$ cat src/rtl/ptmr_pkg.sv
package ptmr_pkg;
  typedef enum logic [3:0] {
    CMD_NOP     = 4'd0,
    CMD_IRQ_ON  = 4'd1,
    CMD_IRQ_OFF = 4'd2,
    CMD_ONCE    = 4'd3,
    CMD_REPEAT  = 4'd4,
    CMD_START   = 4'd5,
    CMD_STOP    = 4'd6,
    CMD_CLEAR   = 4'd7,
    CMD_PIN_ON  = 4'd8,
    CMD_PIN_OFF = 4'd9
  } cmd_e;

  localparam int CMD_W = 4;
endpackage

$ cat src/rtl/ptmr_regs.sv
module ptmr_regs
  import ptmr_pkg::*;
#(
  parameter int BYTE_W = 8,
  parameter int NBYTES = 2,
  parameter int ADDR_W = 2,
  localparam int CNT_W = BYTE_W * NBYTES
) (
  input  logic              clk,
  input  logic              rst,
  input  logic              wr_en,
  input  logic              rd_en,
  input  logic [ADDR_W-1:0] addr,
  input  logic [BYTE_W-1:0] wdata,
  input  logic              timeout,
  output logic [CNT_W-1:0]  period,
  output logic [BYTE_W-1:0] rdata,
  output logic              start_p,
  output logic              stop_p,
  output logic              clr_p,
  output logic              oneshot_q,
  output logic              route_q,
  output logic              irq_en_q,
  output logic              pend_q
);
  localparam logic [ADDR_W-1:0] CTL_ADDR = ADDR_W'(NBYTES);

  logic [BYTE_W-1:0] per_b [NBYTES];
  logic              ctl_wr;
  logic              ctl_rd;
  cmd_e              cmd;
  logic [BYTE_W-1:0] rd_mux;

  assign ctl_wr = wr_en && (addr == CTL_ADDR);
  assign ctl_rd = rd_en && (addr == CTL_ADDR);
  assign cmd    = cmd_e'(wdata[CMD_W-1:0]);

  // one byte register per slice of the period
  for (genvar i = 0; i < NBYTES; i++) begin : g_byte
    always_ff @(posedge clk) begin
      if (rst) begin
        per_b[i] <= '0;
      end else if (wr_en && addr == ADDR_W'(i)) begin
        per_b[i] <= wdata;
      end
    end
    assign period[i*BYTE_W +: BYTE_W] = per_b[i];
  end

  always_comb begin
    start_p = ctl_wr && (cmd == CMD_START);
    stop_p  = ctl_wr && (cmd == CMD_STOP);
    clr_p   = ctl_wr && (cmd == CMD_CLEAR);
  end

  // mode bits; the clear command restores defaults
  always_ff @(posedge clk) begin
    if (rst || clr_p) begin
      irq_en_q  <= 1'b0;
      oneshot_q <= 1'b0;
      route_q   <= 1'b0;
    end else if (ctl_wr) begin
      case (cmd)
        CMD_IRQ_ON:  irq_en_q  <= 1'b1;
        CMD_IRQ_OFF: irq_en_q  <= 1'b0;
        CMD_ONCE:    oneshot_q <= 1'b1;
        CMD_REPEAT:  oneshot_q <= 1'b0;
        CMD_PIN_ON:  route_q   <= 1'b1;
        CMD_PIN_OFF: route_q   <= 1'b0;
        default:     ;
      endcase
    end
  end

  // a new time-out outranks a clearing read in the same cycle
  always_ff @(posedge clk) begin
    if (rst || clr_p) begin
      pend_q <= 1'b0;
    end else if (timeout) begin
      pend_q <= 1'b1;
    end else if (ctl_rd) begin
      pend_q <= 1'b0;
    end
  end

  always_comb begin
    rd_mux = '0;
    for (int i = 0; i < NBYTES; i++) begin
      if (addr == ADDR_W'(i)) rd_mux = per_b[i];
    end
    if (addr == CTL_ADDR) rd_mux = BYTE_W'(irq_en_q & pend_q);
  end

  always_ff @(posedge clk) begin
    if (rst || !rd_en) begin
      rdata <= '0;
    end else begin
      rdata <= rd_mux;
    end
  end
endmodule

$ cat src/rtl/ptmr_core.sv
module ptmr_core #(
  parameter int CNT_W = 16
) (
  input  logic             clk,
  input  logic             rst,
  input  logic [CNT_W-1:0] period,
  input  logic             start_p,
  input  logic             stop_p,
  input  logic             clr_p,
  input  logic             oneshot,
  input  logic             route,
  output logic             timeout,
  output logic [CNT_W-1:0] count_q,
  output logic             run_q,
  output logic             pin_q
);
  localparam logic [CNT_W-1:0] ONE = CNT_W'(1);

  logic per_zero;

  assign per_zero = (period == '0);
  assign timeout  = run_q && !per_zero && (count_q == ONE);

  always_ff @(posedge clk) begin
    if (rst || clr_p) begin
      run_q   <= 1'b0;
      count_q <= '0;
    end else if (start_p && !per_zero) begin
      run_q   <= 1'b1;
      count_q <= period;
    end else if (stop_p || per_zero) begin
      run_q   <= 1'b0;
    end else if (run_q) begin
      if (count_q == ONE) begin
        count_q <= period;
        if (oneshot) run_q <= 1'b0;
      end else begin
        count_q <= count_q - ONE;
      end
    end
  end

  always_ff @(posedge clk) begin
    if (rst || clr_p || !route) begin
      pin_q <= 1'b0;
    end else if (timeout) begin
      pin_q <= ~pin_q;
    end
  end
endmodule

$ cat src/rtl/period_timer.sv
module period_timer #(
  parameter int BYTE_W = 8,
  parameter int NBYTES = 2,
  parameter int ADDR_W = 2
) (
  input  logic              clk,
  input  logic              rst,
  input  logic              wr_en,
  input  logic              rd_en,
  input  logic [ADDR_W-1:0] addr,
  input  logic [BYTE_W-1:0] wdata,
  output logic [BYTE_W-1:0] rdata,
  output logic              irq,
  output logic              tmr_out
);
  localparam int CNT_W = BYTE_W * NBYTES;

  logic [CNT_W-1:0] period_w;
  logic [CNT_W-1:0] count_w;
  logic start_w, stop_w, clr_w;
  logic oneshot_w, route_w, irq_en_w, pend_w;
  logic timeout_w, running_w;

  ptmr_regs #(.BYTE_W(BYTE_W), .NBYTES(NBYTES), .ADDR_W(ADDR_W)) u_regs (
    .clk(clk), .rst(rst), .wr_en(wr_en), .rd_en(rd_en), .addr(addr),
    .wdata(wdata), .timeout(timeout_w), .period(period_w), .rdata(rdata),
    .start_p(start_w), .stop_p(stop_w), .clr_p(clr_w),
    .oneshot_q(oneshot_w), .route_q(route_w), .irq_en_q(irq_en_w),
    .pend_q(pend_w)
  );

  ptmr_core #(.CNT_W(CNT_W)) u_core (
    .clk(clk), .rst(rst), .period(period_w), .start_p(start_w),
    .stop_p(stop_w), .clr_p(clr_w), .oneshot(oneshot_w), .route(route_w),
    .timeout(timeout_w), .count_q(count_w), .run_q(running_w),
    .pin_q(tmr_out)
  );

  assign irq = irq_en_w & pend_w;
endmodule

$ cat config.mk
export PLATFORM = sky130hd
export DESIGN_NAME = period_timer
export DESIGN_NICKNAME = d
export VERILOG_FILES = /design/src/rtl/ptmr_pkg.sv /design/src/rtl/ptmr_regs.sv /design/src/rtl/ptmr_core.sv /design/src/rtl/period_timer.sv
export SDC_FILE = /design/constraint.sdc
export NUM_CORES = 1
export LEC_CHECK = 0
export ABC_AREA = 1
export BUFFER_PORTS_ARGS = -buffer_cell sky130_fd_sc_hd__buf_2
export CAP_MARGIN = 20
export CELL_PAD_IN_SITES_DETAIL_PLACEMENT = 1
export CELL_PAD_IN_SITES_GLOBAL_PLACEMENT = 2
export CORE_UTILIZATION = 34
export CTS_CLUSTER_DIAMETER = 60
export DETAILED_ROUTE_END_ITERATION = 8
export GPL_TIMING_DRIVEN = 0
export PLACE_DENSITY = 0.85
export SLEW_MARGIN = 20
export SYNTH_ARGS = -nofsm -noshare
export SYNTH_HDL_FRONTEND = slang
export SYNTH_SLANG_ARGS = --single-unit
$ cat constraint.sdc
create_clock -name clk -period 1.6 [get_ports clk]
set_input_delay 0.32 -clock clk [delete_from_list [all_inputs] [get_ports clk]]
set_output_delay 0.32 -clock clk [all_outputs]
set_load 0.005 [all_outputs]
==> flow_summary.json, run 1 <==
{
  "grt_max_degree": 18,
  "drive_gt1_share_pct": 30.58,
  "place_area_um2": 2796,
  "num-fill-cells": 923,
  "grt_pass1_vias": 2351,
  "htree_num_levels": 2,
  "place.gp.congestion": 0.8212,
  "clk_pin_slew_ns": 0.10,
  "cts_num_sinks": 46,
  "yosysSeqAreaShare_pct": 42.27,
  "antenna_found_initial": 0,
  "routed_wl_mm": 7.336,
  "finalCriticalPeriod_ns": 1.576,
  "slew_headroom_pct": 69.18,
  "skew_ns": 0.009801,
  "syn-mean-instance-area_um2": 7.434,
  "netlist_area_um2": 2557,
  "grtUsageTotal_pct": 19.93,
  "min_path_type": "primary input to flop",
  "grt_overflow": 0,
  "grt_pass1_wl_mm": 11.60,
  "maxCapViolCount": 0,
  "cp.required_ns": 1.86,
  "startpoint_type": "flop",
  "area_growth_pct": 24.71,
  "drv_slew": 0,
  "dpl.hpwl_mm": 5.295,
  "io_pins": 24,
  "die_w_um": 88.73,
  "utilization_pct": 43.97,
  "core_um2": 7253,
  "fin_ws_ns": 0.02413,
  "synthCells": 344,
  "drt_iter0_drc": 46,
  "clock_path_buffers": 2,
  "max-vdd-ir-drop_mv": 0.4729,
  "place_ws_ns": -0.07640,
  "ys_ff_latch": 46,
  "clock_latency_ns": 0.32,
  "post_drt_wl_per_cell_um": 14.73,
  "worstSetupPathType": "flop to flop",
  "arrival_ns": 1.84,
  "cp_max_fo": 8,
  "num_antenna_cells": 0,
  "dieArea_um2": 7873,
  "port_buffers": 23,
  "yosys_warnings": 0,
  "cts_root_buf": "clkbuf_8",
  "powerDensity_nw_per_um2": 777.9,
  "via_count": 2365,
  "drc_errors": 0,
  "leakagePower_nw": 1.465,
  "status": "finished clean",
  "fmax_mhz": 634.6,
  "row_count": 31,
  "ant_nets": 0,
  "postLayoutCellArea_um2": 3189,
  "worstSetupEndpointType": "flop",
  "die_height_um": 88.73,
  "setup_violations": 0,
  "tns_ns": 0,
  "worst_pin_slew_ns": 0.4618,
  "start_util_pct": 35.26,
  "synth_cell_types": 35,
  "syn_nets": 360,
  "holdBufCountCts": 0,
  "vias_per_cell": 4.749,
  "cts_tree": "built",
  "hold_viol_final": 0,
  "num-nets-final": 414,
  "timing.final.crit_share_pct": 98.49,
  "cts_buffers": 5,
  "rsz0062_at_grt": "yes",
  "drtPass1Iterations": 4,
  "holdWs_ns": 0.2301
}
[where the power goes]
part / internal (W) / total (W) / switching (W)
Clock: 0.000326 / 0.000808 / 0.000482
Sequential: 0.00125 / 0.00129 / 0.0000324
Combinational: 0.000151 / 0.000388 / 0.000236
[cell usage after synthesis, drive strengths merged]
cell	count	area (um2)
edfxtp	16	480.5
a311oi	2	17.52
inv	50	190.2
o31ai	1	7.510
nand3	31	205.2
and2	1	6.260
nand4	4	25.02
nor2	57	249.0
nor3	1	5.000
ha	2	25.02
xor2	3	26.28
nor4	1	6.260
dfxtp	30	600.6
nand2	97	420.4
a41oi	1	8.760
xnor2	1	8.760
clkinv	1	8.760
a21oi	14	70.07
nand3b	3	22.52
o21ai	22	125.1
buf	5	42.53
a31oi	1	6.260
[cells in the final DEF, fill, tap and decap left out, types with 11 or more instances in the layout]
master,count
inv_1,42
a21oi_1,14
buf_4,25
nand3_1,21
nor2_2,12
nand2_2,11
buf_2,24
edfxtp_1,16
nor2_1,41
dfxtp_1,29
nand2_1,80
[worst paths after layout]
check,cells past startpoint,end,slack (ns),start
worst min-delay path,2,u_regs.rdata[0],0.23,rst
worst min register to register,2,u_regs.route_q,0.45,u_regs.route_q
worst max-delay path,10,u_core.count_q[6],0.02,u_regs.per_b[1][7]
worst max register to register,10,u_core.count_q[6],0.02,u_regs.per_b[1][7]
[layout make-up]
| type | instances | area, um2 | share of cell area (%) |
|---|---|---|---|
| Multi-Input combinational cell | 242 | 1325 | 41.55 |
| Sequential cell | 46 | 1082 | 33.93 |
| Timing Repair Buffer | 48 | 320.3 | 10.04 |
| Inverter | 51 | 203.9 | 6.395 |
| Tap cell | 99 | 123.9 | 3.884 |
| Clock buffer | 5 | 68.82 | 2.158 |
| Buffer | 4 | 38.79 | 1.216 |
| Clock inverter | 3 | 26.28 | 0.8239 |
[repair_timing]
item / CTS / global route
gates cloned: 0 / 1
resized for setup: 6 / 30
pin swaps: 4 / 17
setup buffers: 11 / 13
endpoints found under the setup margin: 14 / 17
[layer usage]
layer | GRT usage (%) | routed length, um
met1 | 25.04 | 3363
met3 | 3.265 | 178
met4 | 5.865 | 80
met5 | 0 | 0
met2 | 35.03 | 3714
[critical path: stages, from the launching register on]
cell,delay [ns]
edfxtp_1,0.46
nor2_1,0.13
nand2_1,0.08
nor2_2,0.09
nand2_2,0.12
nand2_4,0.12
nand2_8,0.09
clkbuf_16,0.18
o21ai_4,0.12
nand3_2,0.08
nand2_1,0.06
[flip-flops by register name, summed over array words and instances (netlist names)]
signal / count
u_regs.irq_en_q: 1
u_regs.rdata: 8
u_core.run_q: 1
u_regs.oneshot_q: 1
u_core.pin_q: 1
u_regs.per_b: 16
u_core.count_q: 16
u_regs.route_q: 1
u_regs.pend_q: 1
[metrics by stage]
step	power, W	cells
2_1_floorplan	0.001515	344
3_3_place_gp	0.001618	466
3_5_place_dp	0.001625	466
4_1_cts	0.002453	484
5_1_grt	0.002589	498
6_report	0.002481	498
[logic make-up (layout without fill, tap and decap cells)]
| logic type | Yosys count | after routing | share of synthesized area (%) |
|---|---|---|---|
| XOR/XNOR | 4 | 4 | 1.370 |
| buffers and inverters | 56 | 111 | 9.442 |
| AO/OA/AOI/OAI | 41 | 41 | 9.198 |
| flip-flops | 46 | 46 | 42.27 |
| AND/OR/NAND/NOR | 195 | 195 | 36.74 |
| adder cells (fa/ha/maj) | 2 | 2 | 0.9783 |
Note: power is estimated with default switching activity, not from simulation.
==> run 2, diff against run 1 <==
--- a/config.mk
+++ b/config.mk
@@ -14,7 +14,7 @@
 export CTS_CLUSTER_DIAMETER = 60
 export DETAILED_ROUTE_END_ITERATION = 8
 export GPL_TIMING_DRIVEN = 0
-export PLACE_DENSITY = 0.85
+export PLACE_DENSITY_LB_ADDON = 0.05
 export SLEW_MARGIN = 20
 export SYNTH_ARGS = -nofsm -noshare
 export SYNTH_HDL_FRONTEND = slang
==> run 2 against run 1 <==
Worst setup slack improved by 0.0039 ns. Global-route usage shrank 0.27 points. Register-to-register slack about the same. Critical endpoint is now u_core.count_q[15]. First-iteration DRC count rose by 33%. Clock-buffer cell count stayed put. Worst hold slack got worse by 0.0083 ns. Cell area down 2.3%.
==> flow_summary.json, run 2 (synthesis results as in run 1) <==
{
  "status": "finished clean",
  "drc_errors": 0,
  "grt_pass1_vias": 2280,
  "finalNonFillerCells": 491,
  "via_count": 2294,
  "clock_latency_ns": 0.31,
  "arrival_ns": 1.79,
  "path_cells": "nor2_1 > nand2_1 > nor2_2 > nand2_2 > nand2_4 > nand2_8 > inv_8 > clkbuf_16 > nand3_2 > nand3_2 > o21ai_1",
  "min_path_type": "primary input to flop",
  "cts_num_sinks": 46,
  "cts_root_buf": "clkbuf_8",
  "drv_slew": 0,
  "powerDensity_nw_per_um2": 792.1,
  "dpl.hpwl_mm": 5.525,
  "skew_ns": 0.01201,
  "fin_ws_ns": 0.02806,
  "report.power.total_w": 0.002468,
  "drive_gt1_share_pct": 27.81,
  "die_height_um": 88.73,
  "path_common_cell": "nand3_2",
  "cp_max_fo": 7,
  "htree_num_levels": 2,
  "grt_overflow": 0,
  "cp.required_ns": 1.82,
  "ant_nets": 0,
  "worst_pin_slew_ns": 0.4417,
  "rsz0062_at_grt": "yes",
  "tns_ns": 0,
  "grt_use_met2_pct": 35.38,
  "num-nets-final": 407,
  "final_common_cell": "nand2_1",
  "clk_pin_slew_ns": 0.11,
  "cts_tree": "built",
  "cts_buffers": 5,
  "port_buffers": 23,
  "drtPass1Iterations": 4,
  "grt_pass1_wl_mm": 11.41,
  "startpoint_type": "flop",
  "routed_wl_mm": 7.442,
  "slew_headroom_pct": 70.52,
  "timing.final.crit_share_pct": 98.25,
  "largestRegisters": "u_core.count_q x16, u_regs.per_b x16, u_regs.rdata x8",
  "utilization_pct": 42.95,
  "io_pins": 24,
  "clock_path_buffers": 2,
  "setup_violations": 0,
  "worstSetupEndpointType": "flop",
  "worstSetupPathType": "flop to flop",
  "final_cell_mix": "84 x nand2_1, 43 x nor2_1, 42 x inv_1",
  "fmax_mhz": 636.2,
  "path_delay_family": "simple AND/OR/NAND/NOR gates",
  "dieArea_um2": 7873,
  "die_w_um": 88.73,
  "post_drt_wl_per_cell_um": 15.16,
  "path_buf_inv": 2,
  "slowest_stage": "edfxtp_1",
  "area_growth_pct": 21.82,
  "globalRouteMet1Util_pct": 24.80,
  "grtUsageTotal_pct": 19.65,
  "row_count": 31,
  "grt_max_degree": 18,
  "hold_viol_final": 0,
  "drt_iter0_drc": 61,
  "leakagePower_nw": 1.423,
  "vias_per_cell": 4.672,
  "critPathMaxStageDelay_ns": 0.44,
  "maxCapViolCount": 0,
  "antenna_found_initial": 0,
  "top_usage_layer": "met2",
  "num_antenna_cells": 0,
  "max-vdd-ir-drop_mv": 0.4664,
  "place.gp.congestion": 0.7526,
  "place_ws_ns": -0.09726,
  "core_um2": 7253,
  "met3_usage_pct": 2.799,
  "finalCriticalPeriod_ns": 1.572,
  "start_util_pct": 35.26,
  "dp_cells": 466
}
==> run 2: metal layers <==
| metal | part of all wire (%) | vias to the layer above |
|---|---|---|
| met3 | 1.4 | 7 |
| met5 | 0 | - |
| met2 | 51 | 23 |
| li1 | - | 1188 |
| met4 | 0.94 | 0 |
| met1 | 47 | 1076 |
==> run 2: path summary, 6_finish.rpt <==
kind                 startpoint            endpoint  slack [ns]  cells past startpoint
min reg2reg      u_regs.route_q        u_core.pin_q        0.45                      2
min                         rst    u_regs.oneshot_q        0.22                      2
max          u_regs.per_b[1][3]  u_core.count_q[15]        0.03                     11
max reg2reg  u_regs.per_b[1][3]  u_core.count_q[15]        0.03                     11
==> run 2: what timing repair did <==
item	in CTS	in global routing
gates resized for setup	5	23
cloned	0	1
hold endpoints to repair	0	0
pin swaps	2	10
hold buffers	0	0
buffers inserted	10	6
setup endpoints to repair	15	17
==> run 2: metrics by stage <==
step	cell area, um2	hold WS, ns
2_1_floorplan	2557	0.3976
3_3_place_gp	2796	0.4343
3_5_place_dp	2796	0.4400
4_1_cts	2985	0.2149
5_1_grt	3115	0.2375
6_report	3115	0.2218
==> run 2: final cells by class <==
cell class / count / area, um2
buffer: 5 / 58.81
clock buffer: 5 / 68.82
clock inverter: 3 / 28.78
fill: 922 / 4138
inverter: 51 / 203.9
multi-input combinational: 242 / 1285
sequential: 46 / 1086
tap: 99 / 123.9
timing repair buffer: 40 / 260.3
==> run 2: report_power, final <==
| part | internal (W) | switching [W] | leakage [nW] | total (W) |
|---|---|---|---|---|
| Clock | 0.000329 | 0.000490 | 0.0506 | 0.000818 |
| Combinational | 0.000138 | 0.000225 | 0.971 | 0.000363 |
| Sequential | 0.00125 | 0.0000332 | 0.402 | 0.00129 |
| Total | 0.00172 | 0.000748 | 1.42 | 0.00247 |
